$ cat src/rtl/sync_cond_pkg.sv
package sync_cond_pkg;
  typedef enum logic [1:0] {
    VS_IDLE,
    VS_WAIT,
    VS_ACTIVE,
    VS_HOLD
  } vs_state_e;

  localparam int unsigned CH_HS  = 0;
  localparam int unsigned CH_VS  = 1;
  localparam int unsigned NUM_CH = 2;
endpackage

$ cat src/rtl/sync_cond_filter.sv
module sync_cond_filter #(
  parameter int unsigned STABLE = 3
) (
  input  logic clk_i,
  input  logic rst_ni,
  input  logic raw_i,
  output logic filt_o
);
  localparam int unsigned CW = (STABLE < 2) ? 1 : $clog2(STABLE + 1);

  logic          s1_q, s2_q, filt_q;
  logic [CW-1:0] cnt_q;

  always_ff @(posedge clk_i or negedge rst_ni) begin
    if (!rst_ni) begin
      s1_q   <= 1'b0;
      s2_q   <= 1'b0;
      filt_q <= 1'b0;
      cnt_q  <= '0;
    end else begin
      s1_q <= raw_i;
      s2_q <= s1_q;
      if (s2_q == filt_q) begin
        cnt_q <= '0;
      end else if (cnt_q == CW'(STABLE - 1)) begin
        filt_q <= s2_q;
        cnt_q  <= '0;
      end else begin
        cnt_q <= cnt_q + 1'b1;
      end
    end
  end

  assign filt_o = filt_q;


  filt_settle_chk: assert property (@(posedge clk_i) disable iff (!rst_ni)
    !$stable(filt_q) |-> ($past(s2_q) == filt_q) && ($past(cnt_q) == CW'(STABLE - 1)));

endmodule

$ cat src/rtl/sync_cond_hs_watch.sv
module sync_cond_hs_watch #(
  parameter int unsigned TO_W = 8
) (
  input  logic            clk_i,
  input  logic            rst_ni,
  input  logic            hs_rise_i,
  input  logic [TO_W-1:0] timeout_i,
  output logic            lost_o
);
  localparam int unsigned CNT_W = TO_W + 9;

  logic [CNT_W-1:0] gap_q;
  logic [CNT_W-1:0] limit;
  logic             lost_q;

  assign limit = {1'b0, timeout_i, 8'h00};

  always_ff @(posedge clk_i or negedge rst_ni) begin
    if (!rst_ni) begin
      gap_q  <= '0;
      lost_q <= 1'b0;
    end else begin
      if (hs_rise_i)        gap_q <= '0;
      else if (gap_q != '1) gap_q <= gap_q + 1'b1;
      if (timeout_i != '0 && gap_q > limit) lost_q <= 1'b1;
    end
  end

  assign lost_o = lost_q;


  lost_sticky_chk: assert property (@(posedge clk_i) disable iff (!rst_ni)
    lost_q |=> lost_q);


  lost_enabled_chk: assert property (@(posedge clk_i) disable iff (!rst_ni)
    $rose(lost_q) |-> $past(timeout_i) != '0);

endmodule

$ cat src/rtl/sync_cond_vs_regen.sv
module sync_cond_vs_regen
  import sync_cond_pkg::*;
#(
  parameter int unsigned LINE_W = 8
) (
  input  logic              clk_i,
  input  logic              rst_ni,
  input  logic              hs_rise_i,
  input  logic              vs_rise_i,
  input  logic              vs_fall_i,
  input  logic              vs_lvl_i,
  input  logic              lost_i,
  input  logic [LINE_W-1:0] lines_i,
  output logic              vs_act_o,
  output logic [LINE_W-1:0] width_o
);
  vs_state_e         st_q;
  logic              act_q;
  logic [LINE_W-1:0] cnt_q, meas_q, width_q;

  always_ff @(posedge clk_i or negedge rst_ni) begin
    if (!rst_ni) begin
      st_q  <= VS_IDLE;
      act_q <= 1'b0;
      cnt_q <= '0;
    end else if (lost_i) begin
      st_q  <= VS_IDLE;
      act_q <= 1'b0;
      cnt_q <= '0;
    end else begin
      unique case (st_q)
        VS_IDLE: begin
          if (vs_rise_i) begin
            if (hs_rise_i) begin
              st_q  <= VS_ACTIVE;
              act_q <= 1'b1;
              cnt_q <= LINE_W'(1);
            end else begin
              st_q <= VS_WAIT;
            end
          end
        end
        VS_WAIT: begin
          if (hs_rise_i) begin
            st_q  <= VS_ACTIVE;
            act_q <= 1'b1;
            cnt_q <= LINE_W'(1);
          end
        end
        VS_ACTIVE: begin
          if (hs_rise_i) begin
            if (cnt_q >= lines_i) begin
              act_q <= 1'b0;
              st_q  <= vs_lvl_i ? VS_HOLD : VS_IDLE;
            end else begin
              cnt_q <= cnt_q + 1'b1;
            end
          end
        end
        VS_HOLD: begin
          if (!vs_lvl_i) st_q <= VS_IDLE;
        end
        default: st_q <= VS_IDLE;
      endcase
    end
  end

  // input pulse width in lines
  always_ff @(posedge clk_i or negedge rst_ni) begin
    if (!rst_ni) begin
      meas_q  <= '0;
      width_q <= '0;
    end else begin
      if (vs_rise_i)                                 meas_q <= hs_rise_i ? LINE_W'(1) : '0;
      else if (vs_lvl_i && hs_rise_i && meas_q != '1) meas_q <= meas_q + 1'b1;
      if (vs_fall_i) width_q <= meas_q;
    end
  end

  assign vs_act_o = act_q;
  assign width_o  = width_q;


  vs_start_on_hs_chk: assert property (@(posedge clk_i) disable iff (!rst_ni)
    $rose(act_q) |-> $past(hs_rise_i));


  vs_end_on_hs_chk: assert property (@(posedge clk_i) disable iff (!rst_ni)
    $fell(act_q) |-> ($past(hs_rise_i) || $past(lost_i)));


  vs_forced_off_chk: assert property (@(posedge clk_i) disable iff (!rst_ni)
    lost_i |=> !act_q);


  width_on_fall_chk: assert property (@(posedge clk_i) disable iff (!rst_ni)
    !$stable(width_q) |-> $past(vs_fall_i));

endmodule

$ cat src/rtl/sync_conditioner.sv
module sync_conditioner
  import sync_cond_pkg::*;
#(
  parameter int unsigned STABLE = 3,
  parameter int unsigned LINE_W = 8,
  parameter int unsigned TO_W   = 8
) (
  input  logic              clk_i,
  input  logic              rst_ni,
  input  logic              hs_i,
  input  logic              vs_i,
  input  logic              hs_in_neg_i,
  input  logic              vs_in_neg_i,
  input  logic              hs_out_neg_i,
  input  logic              vs_out_neg_i,
  input  logic [LINE_W-1:0] vs_lines_i,
  input  logic [TO_W-1:0]   timeout_i,
  output logic              hs_o,
  output logic              vs_o,
  output logic [LINE_W-1:0] vs_width_o,
  output logic              hs_lost_o
);
  logic [NUM_CH-1:0] raw, filt, filt_d;
  logic              hs_rise, vs_rise, vs_fall;
  logic              hs_neg_q, vs_neg_q;
  logic              vs_act, lost;

  assign raw[CH_HS] = hs_i ^ hs_in_neg_i;
  assign raw[CH_VS] = vs_i ^ vs_in_neg_i;

  for (genvar g = 0; g < NUM_CH; g++) begin : g_ch
    sync_cond_filter #(.STABLE(STABLE)) i_filt (
      .clk_i  (clk_i),
      .rst_ni (rst_ni),
      .raw_i  (raw[g]),
      .filt_o (filt[g])
    );
  end

  always_ff @(posedge clk_i or negedge rst_ni) begin
    if (!rst_ni) begin
      filt_d   <= '0;
      hs_neg_q <= 1'b0;
      vs_neg_q <= 1'b0;
    end else begin
      filt_d <= filt;
      if (vs_rise) begin
        hs_neg_q <= hs_out_neg_i;
        vs_neg_q <= vs_out_neg_i;
      end
    end
  end

  assign hs_rise = filt[CH_HS] & ~filt_d[CH_HS];
  assign vs_rise = filt[CH_VS] & ~filt_d[CH_VS];
  assign vs_fall = ~filt[CH_VS] & filt_d[CH_VS];

  sync_cond_hs_watch #(.TO_W(TO_W)) i_watch (
    .clk_i     (clk_i),
    .rst_ni    (rst_ni),
    .hs_rise_i (hs_rise),
    .timeout_i (timeout_i),
    .lost_o    (lost)
  );

  sync_cond_vs_regen #(.LINE_W(LINE_W)) i_regen (
    .clk_i     (clk_i),
    .rst_ni    (rst_ni),
    .hs_rise_i (hs_rise),
    .vs_rise_i (vs_rise),
    .vs_fall_i (vs_fall),
    .vs_lvl_i  (filt[CH_VS]),
    .lost_i    (lost),
    .lines_i   (vs_lines_i),
    .vs_act_o  (vs_act),
    .width_o   (vs_width_o)
  );

  // hsync delayed one stage so regenerated vsync edges land on it
  assign hs_o      = filt_d[CH_HS] ^ hs_neg_q;
  assign vs_o      = vs_act ^ vs_neg_q;
  assign hs_lost_o = lost;


  pol_frame_chk: assert property (@(posedge clk_i) disable iff (!rst_ni)
    !$stable({hs_neg_q, vs_neg_q}) |-> $past(vs_rise));

endmodule

$ cat config.mk
export PLATFORM = sky130hd
export DESIGN_NAME = sync_conditioner
export DESIGN_NICKNAME = d
export VERILOG_FILES = /design/src/rtl/sync_cond_pkg.sv /design/src/rtl/sync_cond_filter.sv /design/src/rtl/sync_cond_hs_watch.sv /design/src/rtl/sync_cond_vs_regen.sv /design/src/rtl/sync_conditioner.sv
export SDC_FILE = /design/constraint.sdc
export NUM_CORES = 1
export LEC_CHECK = 0
export CAP_MARGIN = 15
export CORE_ASPECT_RATIO = 1.25
export CORE_MARGIN = 3
export CORE_UTILIZATION = 45
export DETAILED_ROUTE_END_ITERATION = 10
export PLACE_DENSITY_LB_ADDON = 0.15
export SYNTH_ARGS = -nofsm -noshare
export SYNTH_HDL_FRONTEND = slang
export SYNTH_HIERARCHICAL = 1
export SYNTH_SLANG_ARGS = --single-unit
$ cat constraint.sdc
create_clock -name clk_i -period 3.55 [get_ports clk_i]
set_input_delay 0.355 -clock clk_i [delete_from_list [all_inputs] [get_ports clk_i]]
set_output_delay 0.355 -clock clk_i [all_outputs]
set_load 0.05 [all_outputs]
==> impl_metrics.env, run 1 <==
export IMPL_syn_to_final_growth_pct=19.5
export IMPL_async_reset_ff_share_pct=100
export IMPL_power_share_clock_pct=26.7
export IMPL_ctsHoldBuffers=0
export IMPL_synth_area_top_cells="dfrtp_1, ha_1, nand2_1"
export IMPL_hold_viol=0
export IMPL_utilization_pct=56.4
export IMPL_outcome="finished clean"
export IMPL_min_period_ns=2.33
export IMPL_wire_per_inst_um=13.7
export IMPL_core_area_sq_um=7100
export IMPL_final_period_utilization_pct=65.5
export IMPL_tightest_slew_ns=0.782
export IMPL_die_h_um=102
export IMPL_min_path_type="primary input to async pin"
export IMPL_gp_congestion=0.801
export IMPL_fp_dieW_um=83.2
export IMPL_syn_cell_area_sq_um=3350
export IMPL_drive_gt1_share_pct=11.9
export IMPL_max_freq_ghz=0.430
export IMPL_synth_edf_count=0
export IMPL_cp_start_kind="flip-flop"
export IMPL_final_setup_tns_ns=0
export IMPL_io_buffers=34
export IMPL_path_class="flip-flop to flip-flop"
export IMPL_fp_dieArea_sq_um=8530
export IMPL_endpoint_kind="flip-flop"
export IMPL_io_pins=35
export IMPL_leakage_nw=1.80
export IMPL_drc=0
export IMPL_ir_worst_vdd_mv=0.368
export IMPL_cts_inserted_buffers=9
export IMPL_fin_skew_ns=0.0121
export IMPL_post_cts_buffers=0
export IMPL_clk_latency_ns=0.34
export IMPL_diodes=0
export IMPL_combPwrFrac_pct=36.6
export IMPL_layout_nets=411
export IMPL_cts_tree="built"
export IMPL_first_iter_violations=101
export IMPL_rsz0062_at_grt="false"
export IMPL_path_cells="ha_1 > nand3_1 > nor4_1 > ha_1 > and4b_1 > nand4_1 > or3_1 > a21oi_1"
export IMPL_cellPowerDensity_nw_per_um2=717
export IMPL_synth_ff_type="dfrtp_1"
export IMPL_clk_pin_slew_ns=0.08
export IMPL_grt_pass1_vias=2532
export IMPL_route_antenna_remaining_nets=0
export IMPL_power_switching_mw=1.08
export IMPL_yosysUniqueCellTypes=59
export IMPL_seqCellArea_sq_um=1480
export IMPL_cts_buffer_depth=2
export IMPL_maxCapViolCount=0
export IMPL_place_hpwl_mm=4.55
export IMPL_path_max_fanout=8
export IMPL_grt_max_degree=33
export IMPL_root_buffer="clkbuf_8"
export IMPL_clock_sinks=59
export IMPL_num_rows=34
export IMPL_n_fill_cell=641
export IMPL_synth_fp_nets=373
export IMPL_cp_required_ns=3.81
export IMPL_totalWireLength_mm=6.33
export IMPL_seq_power_share_pct=36.7
export IMPL_critPathMostFrequentCell="ha_1"
export IMPL_synth_largest_area_cell="dfrtp_1"
export IMPL_crit_arrival_ns=2.59
export IMPL_multi_input_area_sq_um=1730
export IMPL_timing_slew_headroom_pct=47.6
export IMPL_grt_overflow=0
export IMPL_critPathMaxStageDelay_ns=0.43
export IMPL_post_cts_resized=0
export IMPL_synth_seq_area_share_pct=44.0
export IMPL_yosysTopAreaCellShare_pct=44.0
export IMPL_grt_pass1_wl_mm=11.5
export IMPL_ys_ff_latch=59
export IMPL_swShare_pct=37.5
export IMPL_antenna_found_initial=0
export IMPL_design_area_sq_um=4010
export IMPL_gr_usage_all_layers_pct=16.5
export IMPL_cts_htree_levels=3
export IMPL_setup_viol=0
export IMPL_drv_slew=0
export IMPL_vias=2551
export IMPL_start_util_pct=47.2
export IMPL_synth_warnings=6
export IMPL_syn_avg_cell_area_sq_um=10.2
export IMPL_dr_pass1_iters=4
export IMPL_avgViaCountPerCell=5.53
export IMPL_critPathSlowestCell="dfrtp_1"
export IMPL_dpl_cell_area_sq_um=3750
export IMPL_internal_power_mw=1.80
export IMPL_synth_cells=328
==> power by group through the flow <==
stage	registers, mW	clock network (mW)	logic, mW
2_1_floorplan	1.03	0	0.846
6_report	1.06	0.766	1.05
4_1_cts	1.06	0.782	1.06
3_3_place_gp	1.06	0	1.04
5_1_grt	1.09	0.829	1.18
3_5_place_dp	1.07	0	1.06
==> cell type report <==
cell class	count	share of cell area, %
repair buffers	36	8.75
well taps	90	2.81
flip-flops and latches	59	36.9
multi-input cells	236	43.1
clock inverters	6	2.81
clock buffers	10	3.44
inverters	24	2.25
==> layer usage <==
metal | vias to the layer above | global-route usage [%] | wire length (um)
li1 | 1261 | - | -
met1 | 1240 | 20.4 | 2750
met2 | 41 | 28.1 | 3270
met3 | 9 | 3.12 | 202
met4 | 0 | 8.18 | 107
met5 | - | 0 | 0
==> cells in the final DEF, fill, tap and decap left out, types with 5 or more instances in the layout <==
cell	Yosys	final
clkbuf_8	2	10
inv_1	24	24
nor3_1	5	5
o21ai_0	8	8
or3_1	5	5
nand4_1	11	11
nor4_1	6	6
mux2_2	8	8
nor2_1	22	22
xnor2_1	9	9
clkdlybuf4s50_1	0	33
ha_1	21	21
a21oi_1	17	17
nand2_1	28	28
nand3_1	14	14
xor2_1	12	12
dfrtp_1	59	59
==> cells by family (layout without fill, tap and decap cells) <==
group                    Yosys count  count (layout)  synth area share (%)
flip-flops                        59              59                  44.0
buffers and inverters             33              76                  4.55
AND/OR/NAND/NOR                  127             127                  21.9
XOR/XNOR                          21              21                  5.49
AO/OA/AOI/OAI                     51              51                  10.5
multiplexers                      16              16                  5.67
adder cells (fa/ha/maj)           21              21                  7.84
==> worst paths after layout <==
path	from	endpoint	slack, ns	cells after the start
min in group clk_i	g_ch[1].i_filt/s1_q$_DFF_PN0_	g_ch[1].i_filt/s2_q$_DFF_PN0_	0.36	0
max in group asynchronous	rst_ni	i_watch/gap_q[3]$_DFFE_PN0P_	2.68	2
setup / recovery	i_watch/gap_q[0]$_DFFE_PN0P_	i_watch/gap_q[15]$_DFFE_PN0P_	1.22	8
hold reg to reg	g_ch[1].i_filt/s1_q$_DFF_PN0_	g_ch[1].i_filt/s2_q$_DFF_PN0_	0.36	0
hold / removal	rst_ni	i_regen/width_o[6]$_DFFE_PN0P_	0.03	1
setup reg to reg	i_watch/gap_q[0]$_DFFE_PN0P_	i_watch/gap_q[15]$_DFFE_PN0P_	1.22	8
==> cell usage after synthesis (5+ instances only) <==
cell type / number
a21oi_1: 17
dfrtp_1: 59
ha_1: 21
inv_1: 24
mux2_2: 8
nand2_1: 28
nand3_1: 14
nand4_1: 11
nor2_1: 22
nor2b_1: 5
nor3_1: 5
nor4_1: 6
o21ai_0: 8
or3_1: 5
xnor2_1: 9
xor2_1: 12
==> sequential cells by signal (all words and copies together), names as in the netlist, 2 cells and up <==
register            flops
i_watch/gap_q          17
g_ch.i_filt/s1_q        2
i_regen/cnt_q           8
filt_d                  2
i_regen/st_q            2
i_regen/width_o         8
g_ch.i_filt/cnt_q       4
i_regen/meas_q          8
g_ch.i_filt/filt_o      2
g_ch.i_filt/s2_q        2
==> metrics by stage <==
step           hold WS, ns  power [mW]  instances  setup slack, ns
6_report            0.0302        2.87        461             1.22
5_1_grt             0.0775        3.10        461             1.01
4_1_cts             0.0489        2.90        461             1.21
3_5_place_dp         0.348        2.13        445             1.02
3_3_place_gp         0.336        2.10        445             1.05
2_1_floorplan       0.0594        1.87        328             1.47
==> critical path, delay by kind of cell (launching register included) <==
kind            cells  cell delay (ns)
simple gates        5             1.13
flops               1             0.43
fa+ha+maj           2             0.55
compound gates      1             0.15
Power figures use the tool's default switching activity.
==> run 2: changes to the inputs <==
clock period = 1.87 ns   (was 3.55 ns; I/O delays follow)
==> run 2 against run 1 <==
Against the previous run: the run now ends with setup timing left; sequential cell count is the same; highest routed layer unchanged; register-to-register slack lost 1.4 ns; sequential power grew 75%; critical path depth grew 1; die area is the same; clock skew shrank 0.0028 ns; global-route usage grew 1.8 points; critical path type unchanged; count of clock-buffer cells in the layout is the same; via count grew 9.5%; utilization grew 9.2 points; final area grew 16%.
==> impl_metrics.env, run 2 (synthesis results as in run 1) <==
export IMPL_outcome="finished, violations left"
export IMPL_violations="setup timing"
export IMPL_cellPowerDensity_nw_per_um2=1290
export IMPL_holdWs_ns=0.358
export IMPL_first_iter_violations=126
export IMPL_critPathSlowestCell="dfrtp_1"
export IMPL_largest_reg_flops=17
export IMPL_top_register="i_watch/gap_q"
export IMPL_min_path_type="flip-flop to flip-flop"
export IMPL_place_ws_ns=-0.343
export IMPL_drc=0
export IMPL_worst_slack_ns=-0.150
export IMPL_path_max_fanout=5
export IMPL_critPathMaxStageDelay_ns=0.40
export IMPL_tightest_slew_ns=0.672
export IMPL_cts_inserted_buffers=9
export IMPL_leakage_nw=2.12
export IMPL_die_h_um=102
export IMPL_avgViaCountPerCell=5.39
export IMPL_cp_top_family="simple AND/OR/NAND/NOR gates"
export IMPL_ir_worst_vdd_mv=0.759
export IMPL_rsz0062_at_grt="true"
export IMPL_hold_viol=0
export IMPL_drv_slew=0
export IMPL_fp_dieArea_sq_um=8530
export IMPL_min_period_ns=2.02
export IMPL_critPathBufInv=1
export IMPL_gr_usage_all_layers_pct=18.3
export IMPL_place_hpwl_mm=5.28
export IMPL_cts_buffer_depth=2
export IMPL_start_util_pct=47.2
export IMPL_path_cells="ha_4 > nand3_4 > nor4_4 > ha_2 > and4b_1 > nand4_1 > buf_4 > xor2_1 > nor2_1"
export IMPL_grt_max_degree=32
export IMPL_grtUsageMet2_pct=33.9
export IMPL_cts_htree_levels=3
export IMPL_clk_latency_ns=0.33
export IMPL_drive_gt1_share_pct=30.6
export IMPL_clk_pin_slew_ns=0.07
export IMPL_reg2reg_depth=9
export IMPL_reg2reg_slack_ns=-0.15
export IMPL_wire_per_inst_um=14.7
export IMPL_clock_sinks=59
export IMPL_grt_pass1_vias=2730
export IMPL_cp_start_kind="flip-flop"
export IMPL_fp_dieW_um=83.2
export IMPL_antenna_found_initial=0
export IMPL_root_buffer="clkbuf_8"
export IMPL_route_antenna_remaining_nets=0
export IMPL_dpl_cell_area_sq_um=4120
export IMPL_use_met3_pct=3.60
export IMPL_hold_end="g_ch[0].i_filt/s2_q$_DFF_PN0_"
export IMPL_layout_commonest_cell="dfrtp_1"
export IMPL_final_period_utilization_pct=108
export IMPL_timing_rr_start="i_watch/gap_q[0]$_DFFE_PN0P_"
export IMPL_maxCapViolCount=0
export IMPL_diodes=0
export IMPL_core_area_sq_um=7100
export IMPL_use_met1_pct=21.3
export IMPL_endpoint_kind="flip-flop"
export IMPL_final_cell_mix="dfrtp_1, buf_4, clkdlybuf4s50_1"
export IMPL_gp_congestion=0.807
export IMPL_cts_tree="built"
export IMPL_path_class="flip-flop to flip-flop"
export IMPL_totalWireLength_mm=7.61
export IMPL_min_from="g_ch[0].i_filt/s1_q$_DFF_PN0_"
export IMPL_n_fill_cell=558
export IMPL_layout_nets=468
export IMPL_grt_overflow=0
export IMPL_r2r_end="i_watch/gap_q[11]$_DFFE_PN0P_"
export IMPL_max_freq_ghz=0.495
export IMPL_io_buffers=34
export IMPL_setup_viol=16
export IMPL_num_rows=34
export IMPL_fin_skew_ns=0.00923
export IMPL_grt_busiest_layer="met2"
export IMPL_syn_to_final_growth_pct=39.0
export IMPL_cp_required_ns=2.09
export IMPL_worstHoldPathCells=0
export IMPL_io_pins=35
export IMPL_timing_slew_headroom_pct=55.2
export IMPL_final_setup_tns_ns=-1.32
export IMPL_crit_arrival_ns=2.24
export IMPL_vias=2793
export IMPL_design_area_sq_um=4660
export IMPL_dr_pass1_iters=4
export IMPL_grt_pass1_wl_mm=12.6
[run 2: changes by cell type in the layout (fill, tap and decap cells not counted), sizes merged]
cell,previous run,this run
clkinvlp,0,1
clkinv,3,4
dlygate4sd3,0,1
o31ai,1,2
clkdlybuf4s50,33,30
bufinv,3,1
buf,3,61
[run 2: metrics by stage]
| step | total power, mW | instances | util [%] |
|---|---|---|---|
| after global placement | 4.37 | 490 | 58.0 |
| after floorplan | 3.58 | 328 | - |
| final | 6.01 | 518 | 65.6 |
| after CTS | 5.83 | 511 | 62.9 |
| after detailed placement | 4.45 | 490 | 58.0 |
| after global routing | 6.42 | 518 | 65.6 |
[run 2: repair_timing]
item | in CTS | in global routing
gates resized for setup | 18 | 25
endpoints found under the hold margin | 59 | 0
setup endpoints to repair | 22 | 27
buffers inserted | 5 | 9
hold buffers | 1 | 0
cloned | 1 | 0
pin swaps | 14 | 29
[run 2: final cells by class]
class                      count  area, sq um  share of cell area [%]
multi-input combinational    237         1970                    42.3
sequential                    59         1480                    31.7
timing repair buffer          92          805                    17.3
clock buffer                  10          138                    2.95
tap                           90          113                    2.42
inverter                      24         90.1                    1.93
clock inverter                 6         65.1                    1.40
[run 2: where the power goes]
group / internal [mW] / switching (mW)
sequential: 1.58 / 0.277
clock: 0.651 / 0.523
combinational: 1.40 / 1.57
total: 3.64 / 2.37
[run 2: how the worst max path moves through the flow]
stage	start	depth (start not counted)	slack, ns	end
after floorplan	i_watch/gap_q[0]$_DFFE_PN0P_	9	-0.11	i_watch/gap_q[13]$_DFFE_PN0P_
after global placement	vs_lines_i[1]	9	-0.32	i_regen/cnt_q[6]$_DFFE_PN0P_
after detailed placement	vs_lines_i[1]	9	-0.34	i_regen/cnt_q[6]$_DFFE_PN0P_
after CTS	i_watch/gap_q[0]$_DFFE_PN0P_	8	-0.15	i_watch/gap_q[13]$_DFFE_PN0P_
after global routing	i_watch/gap_q[0]$_DFFE_PN0P_	8	-0.25	i_watch/gap_q[15]$_DFFE_PN0P_
final	i_watch/gap_q[0]$_DFFE_PN0P_	9	-0.15	i_watch/gap_q[11]$_DFFE_PN0P_
[run 2: layer usage]
layer,up-vias,part of all wire (%)
met3,14,2.4
met1,1371,41
met5,-,0
li1,1373,-
met4,0,2.3
met2,35,54
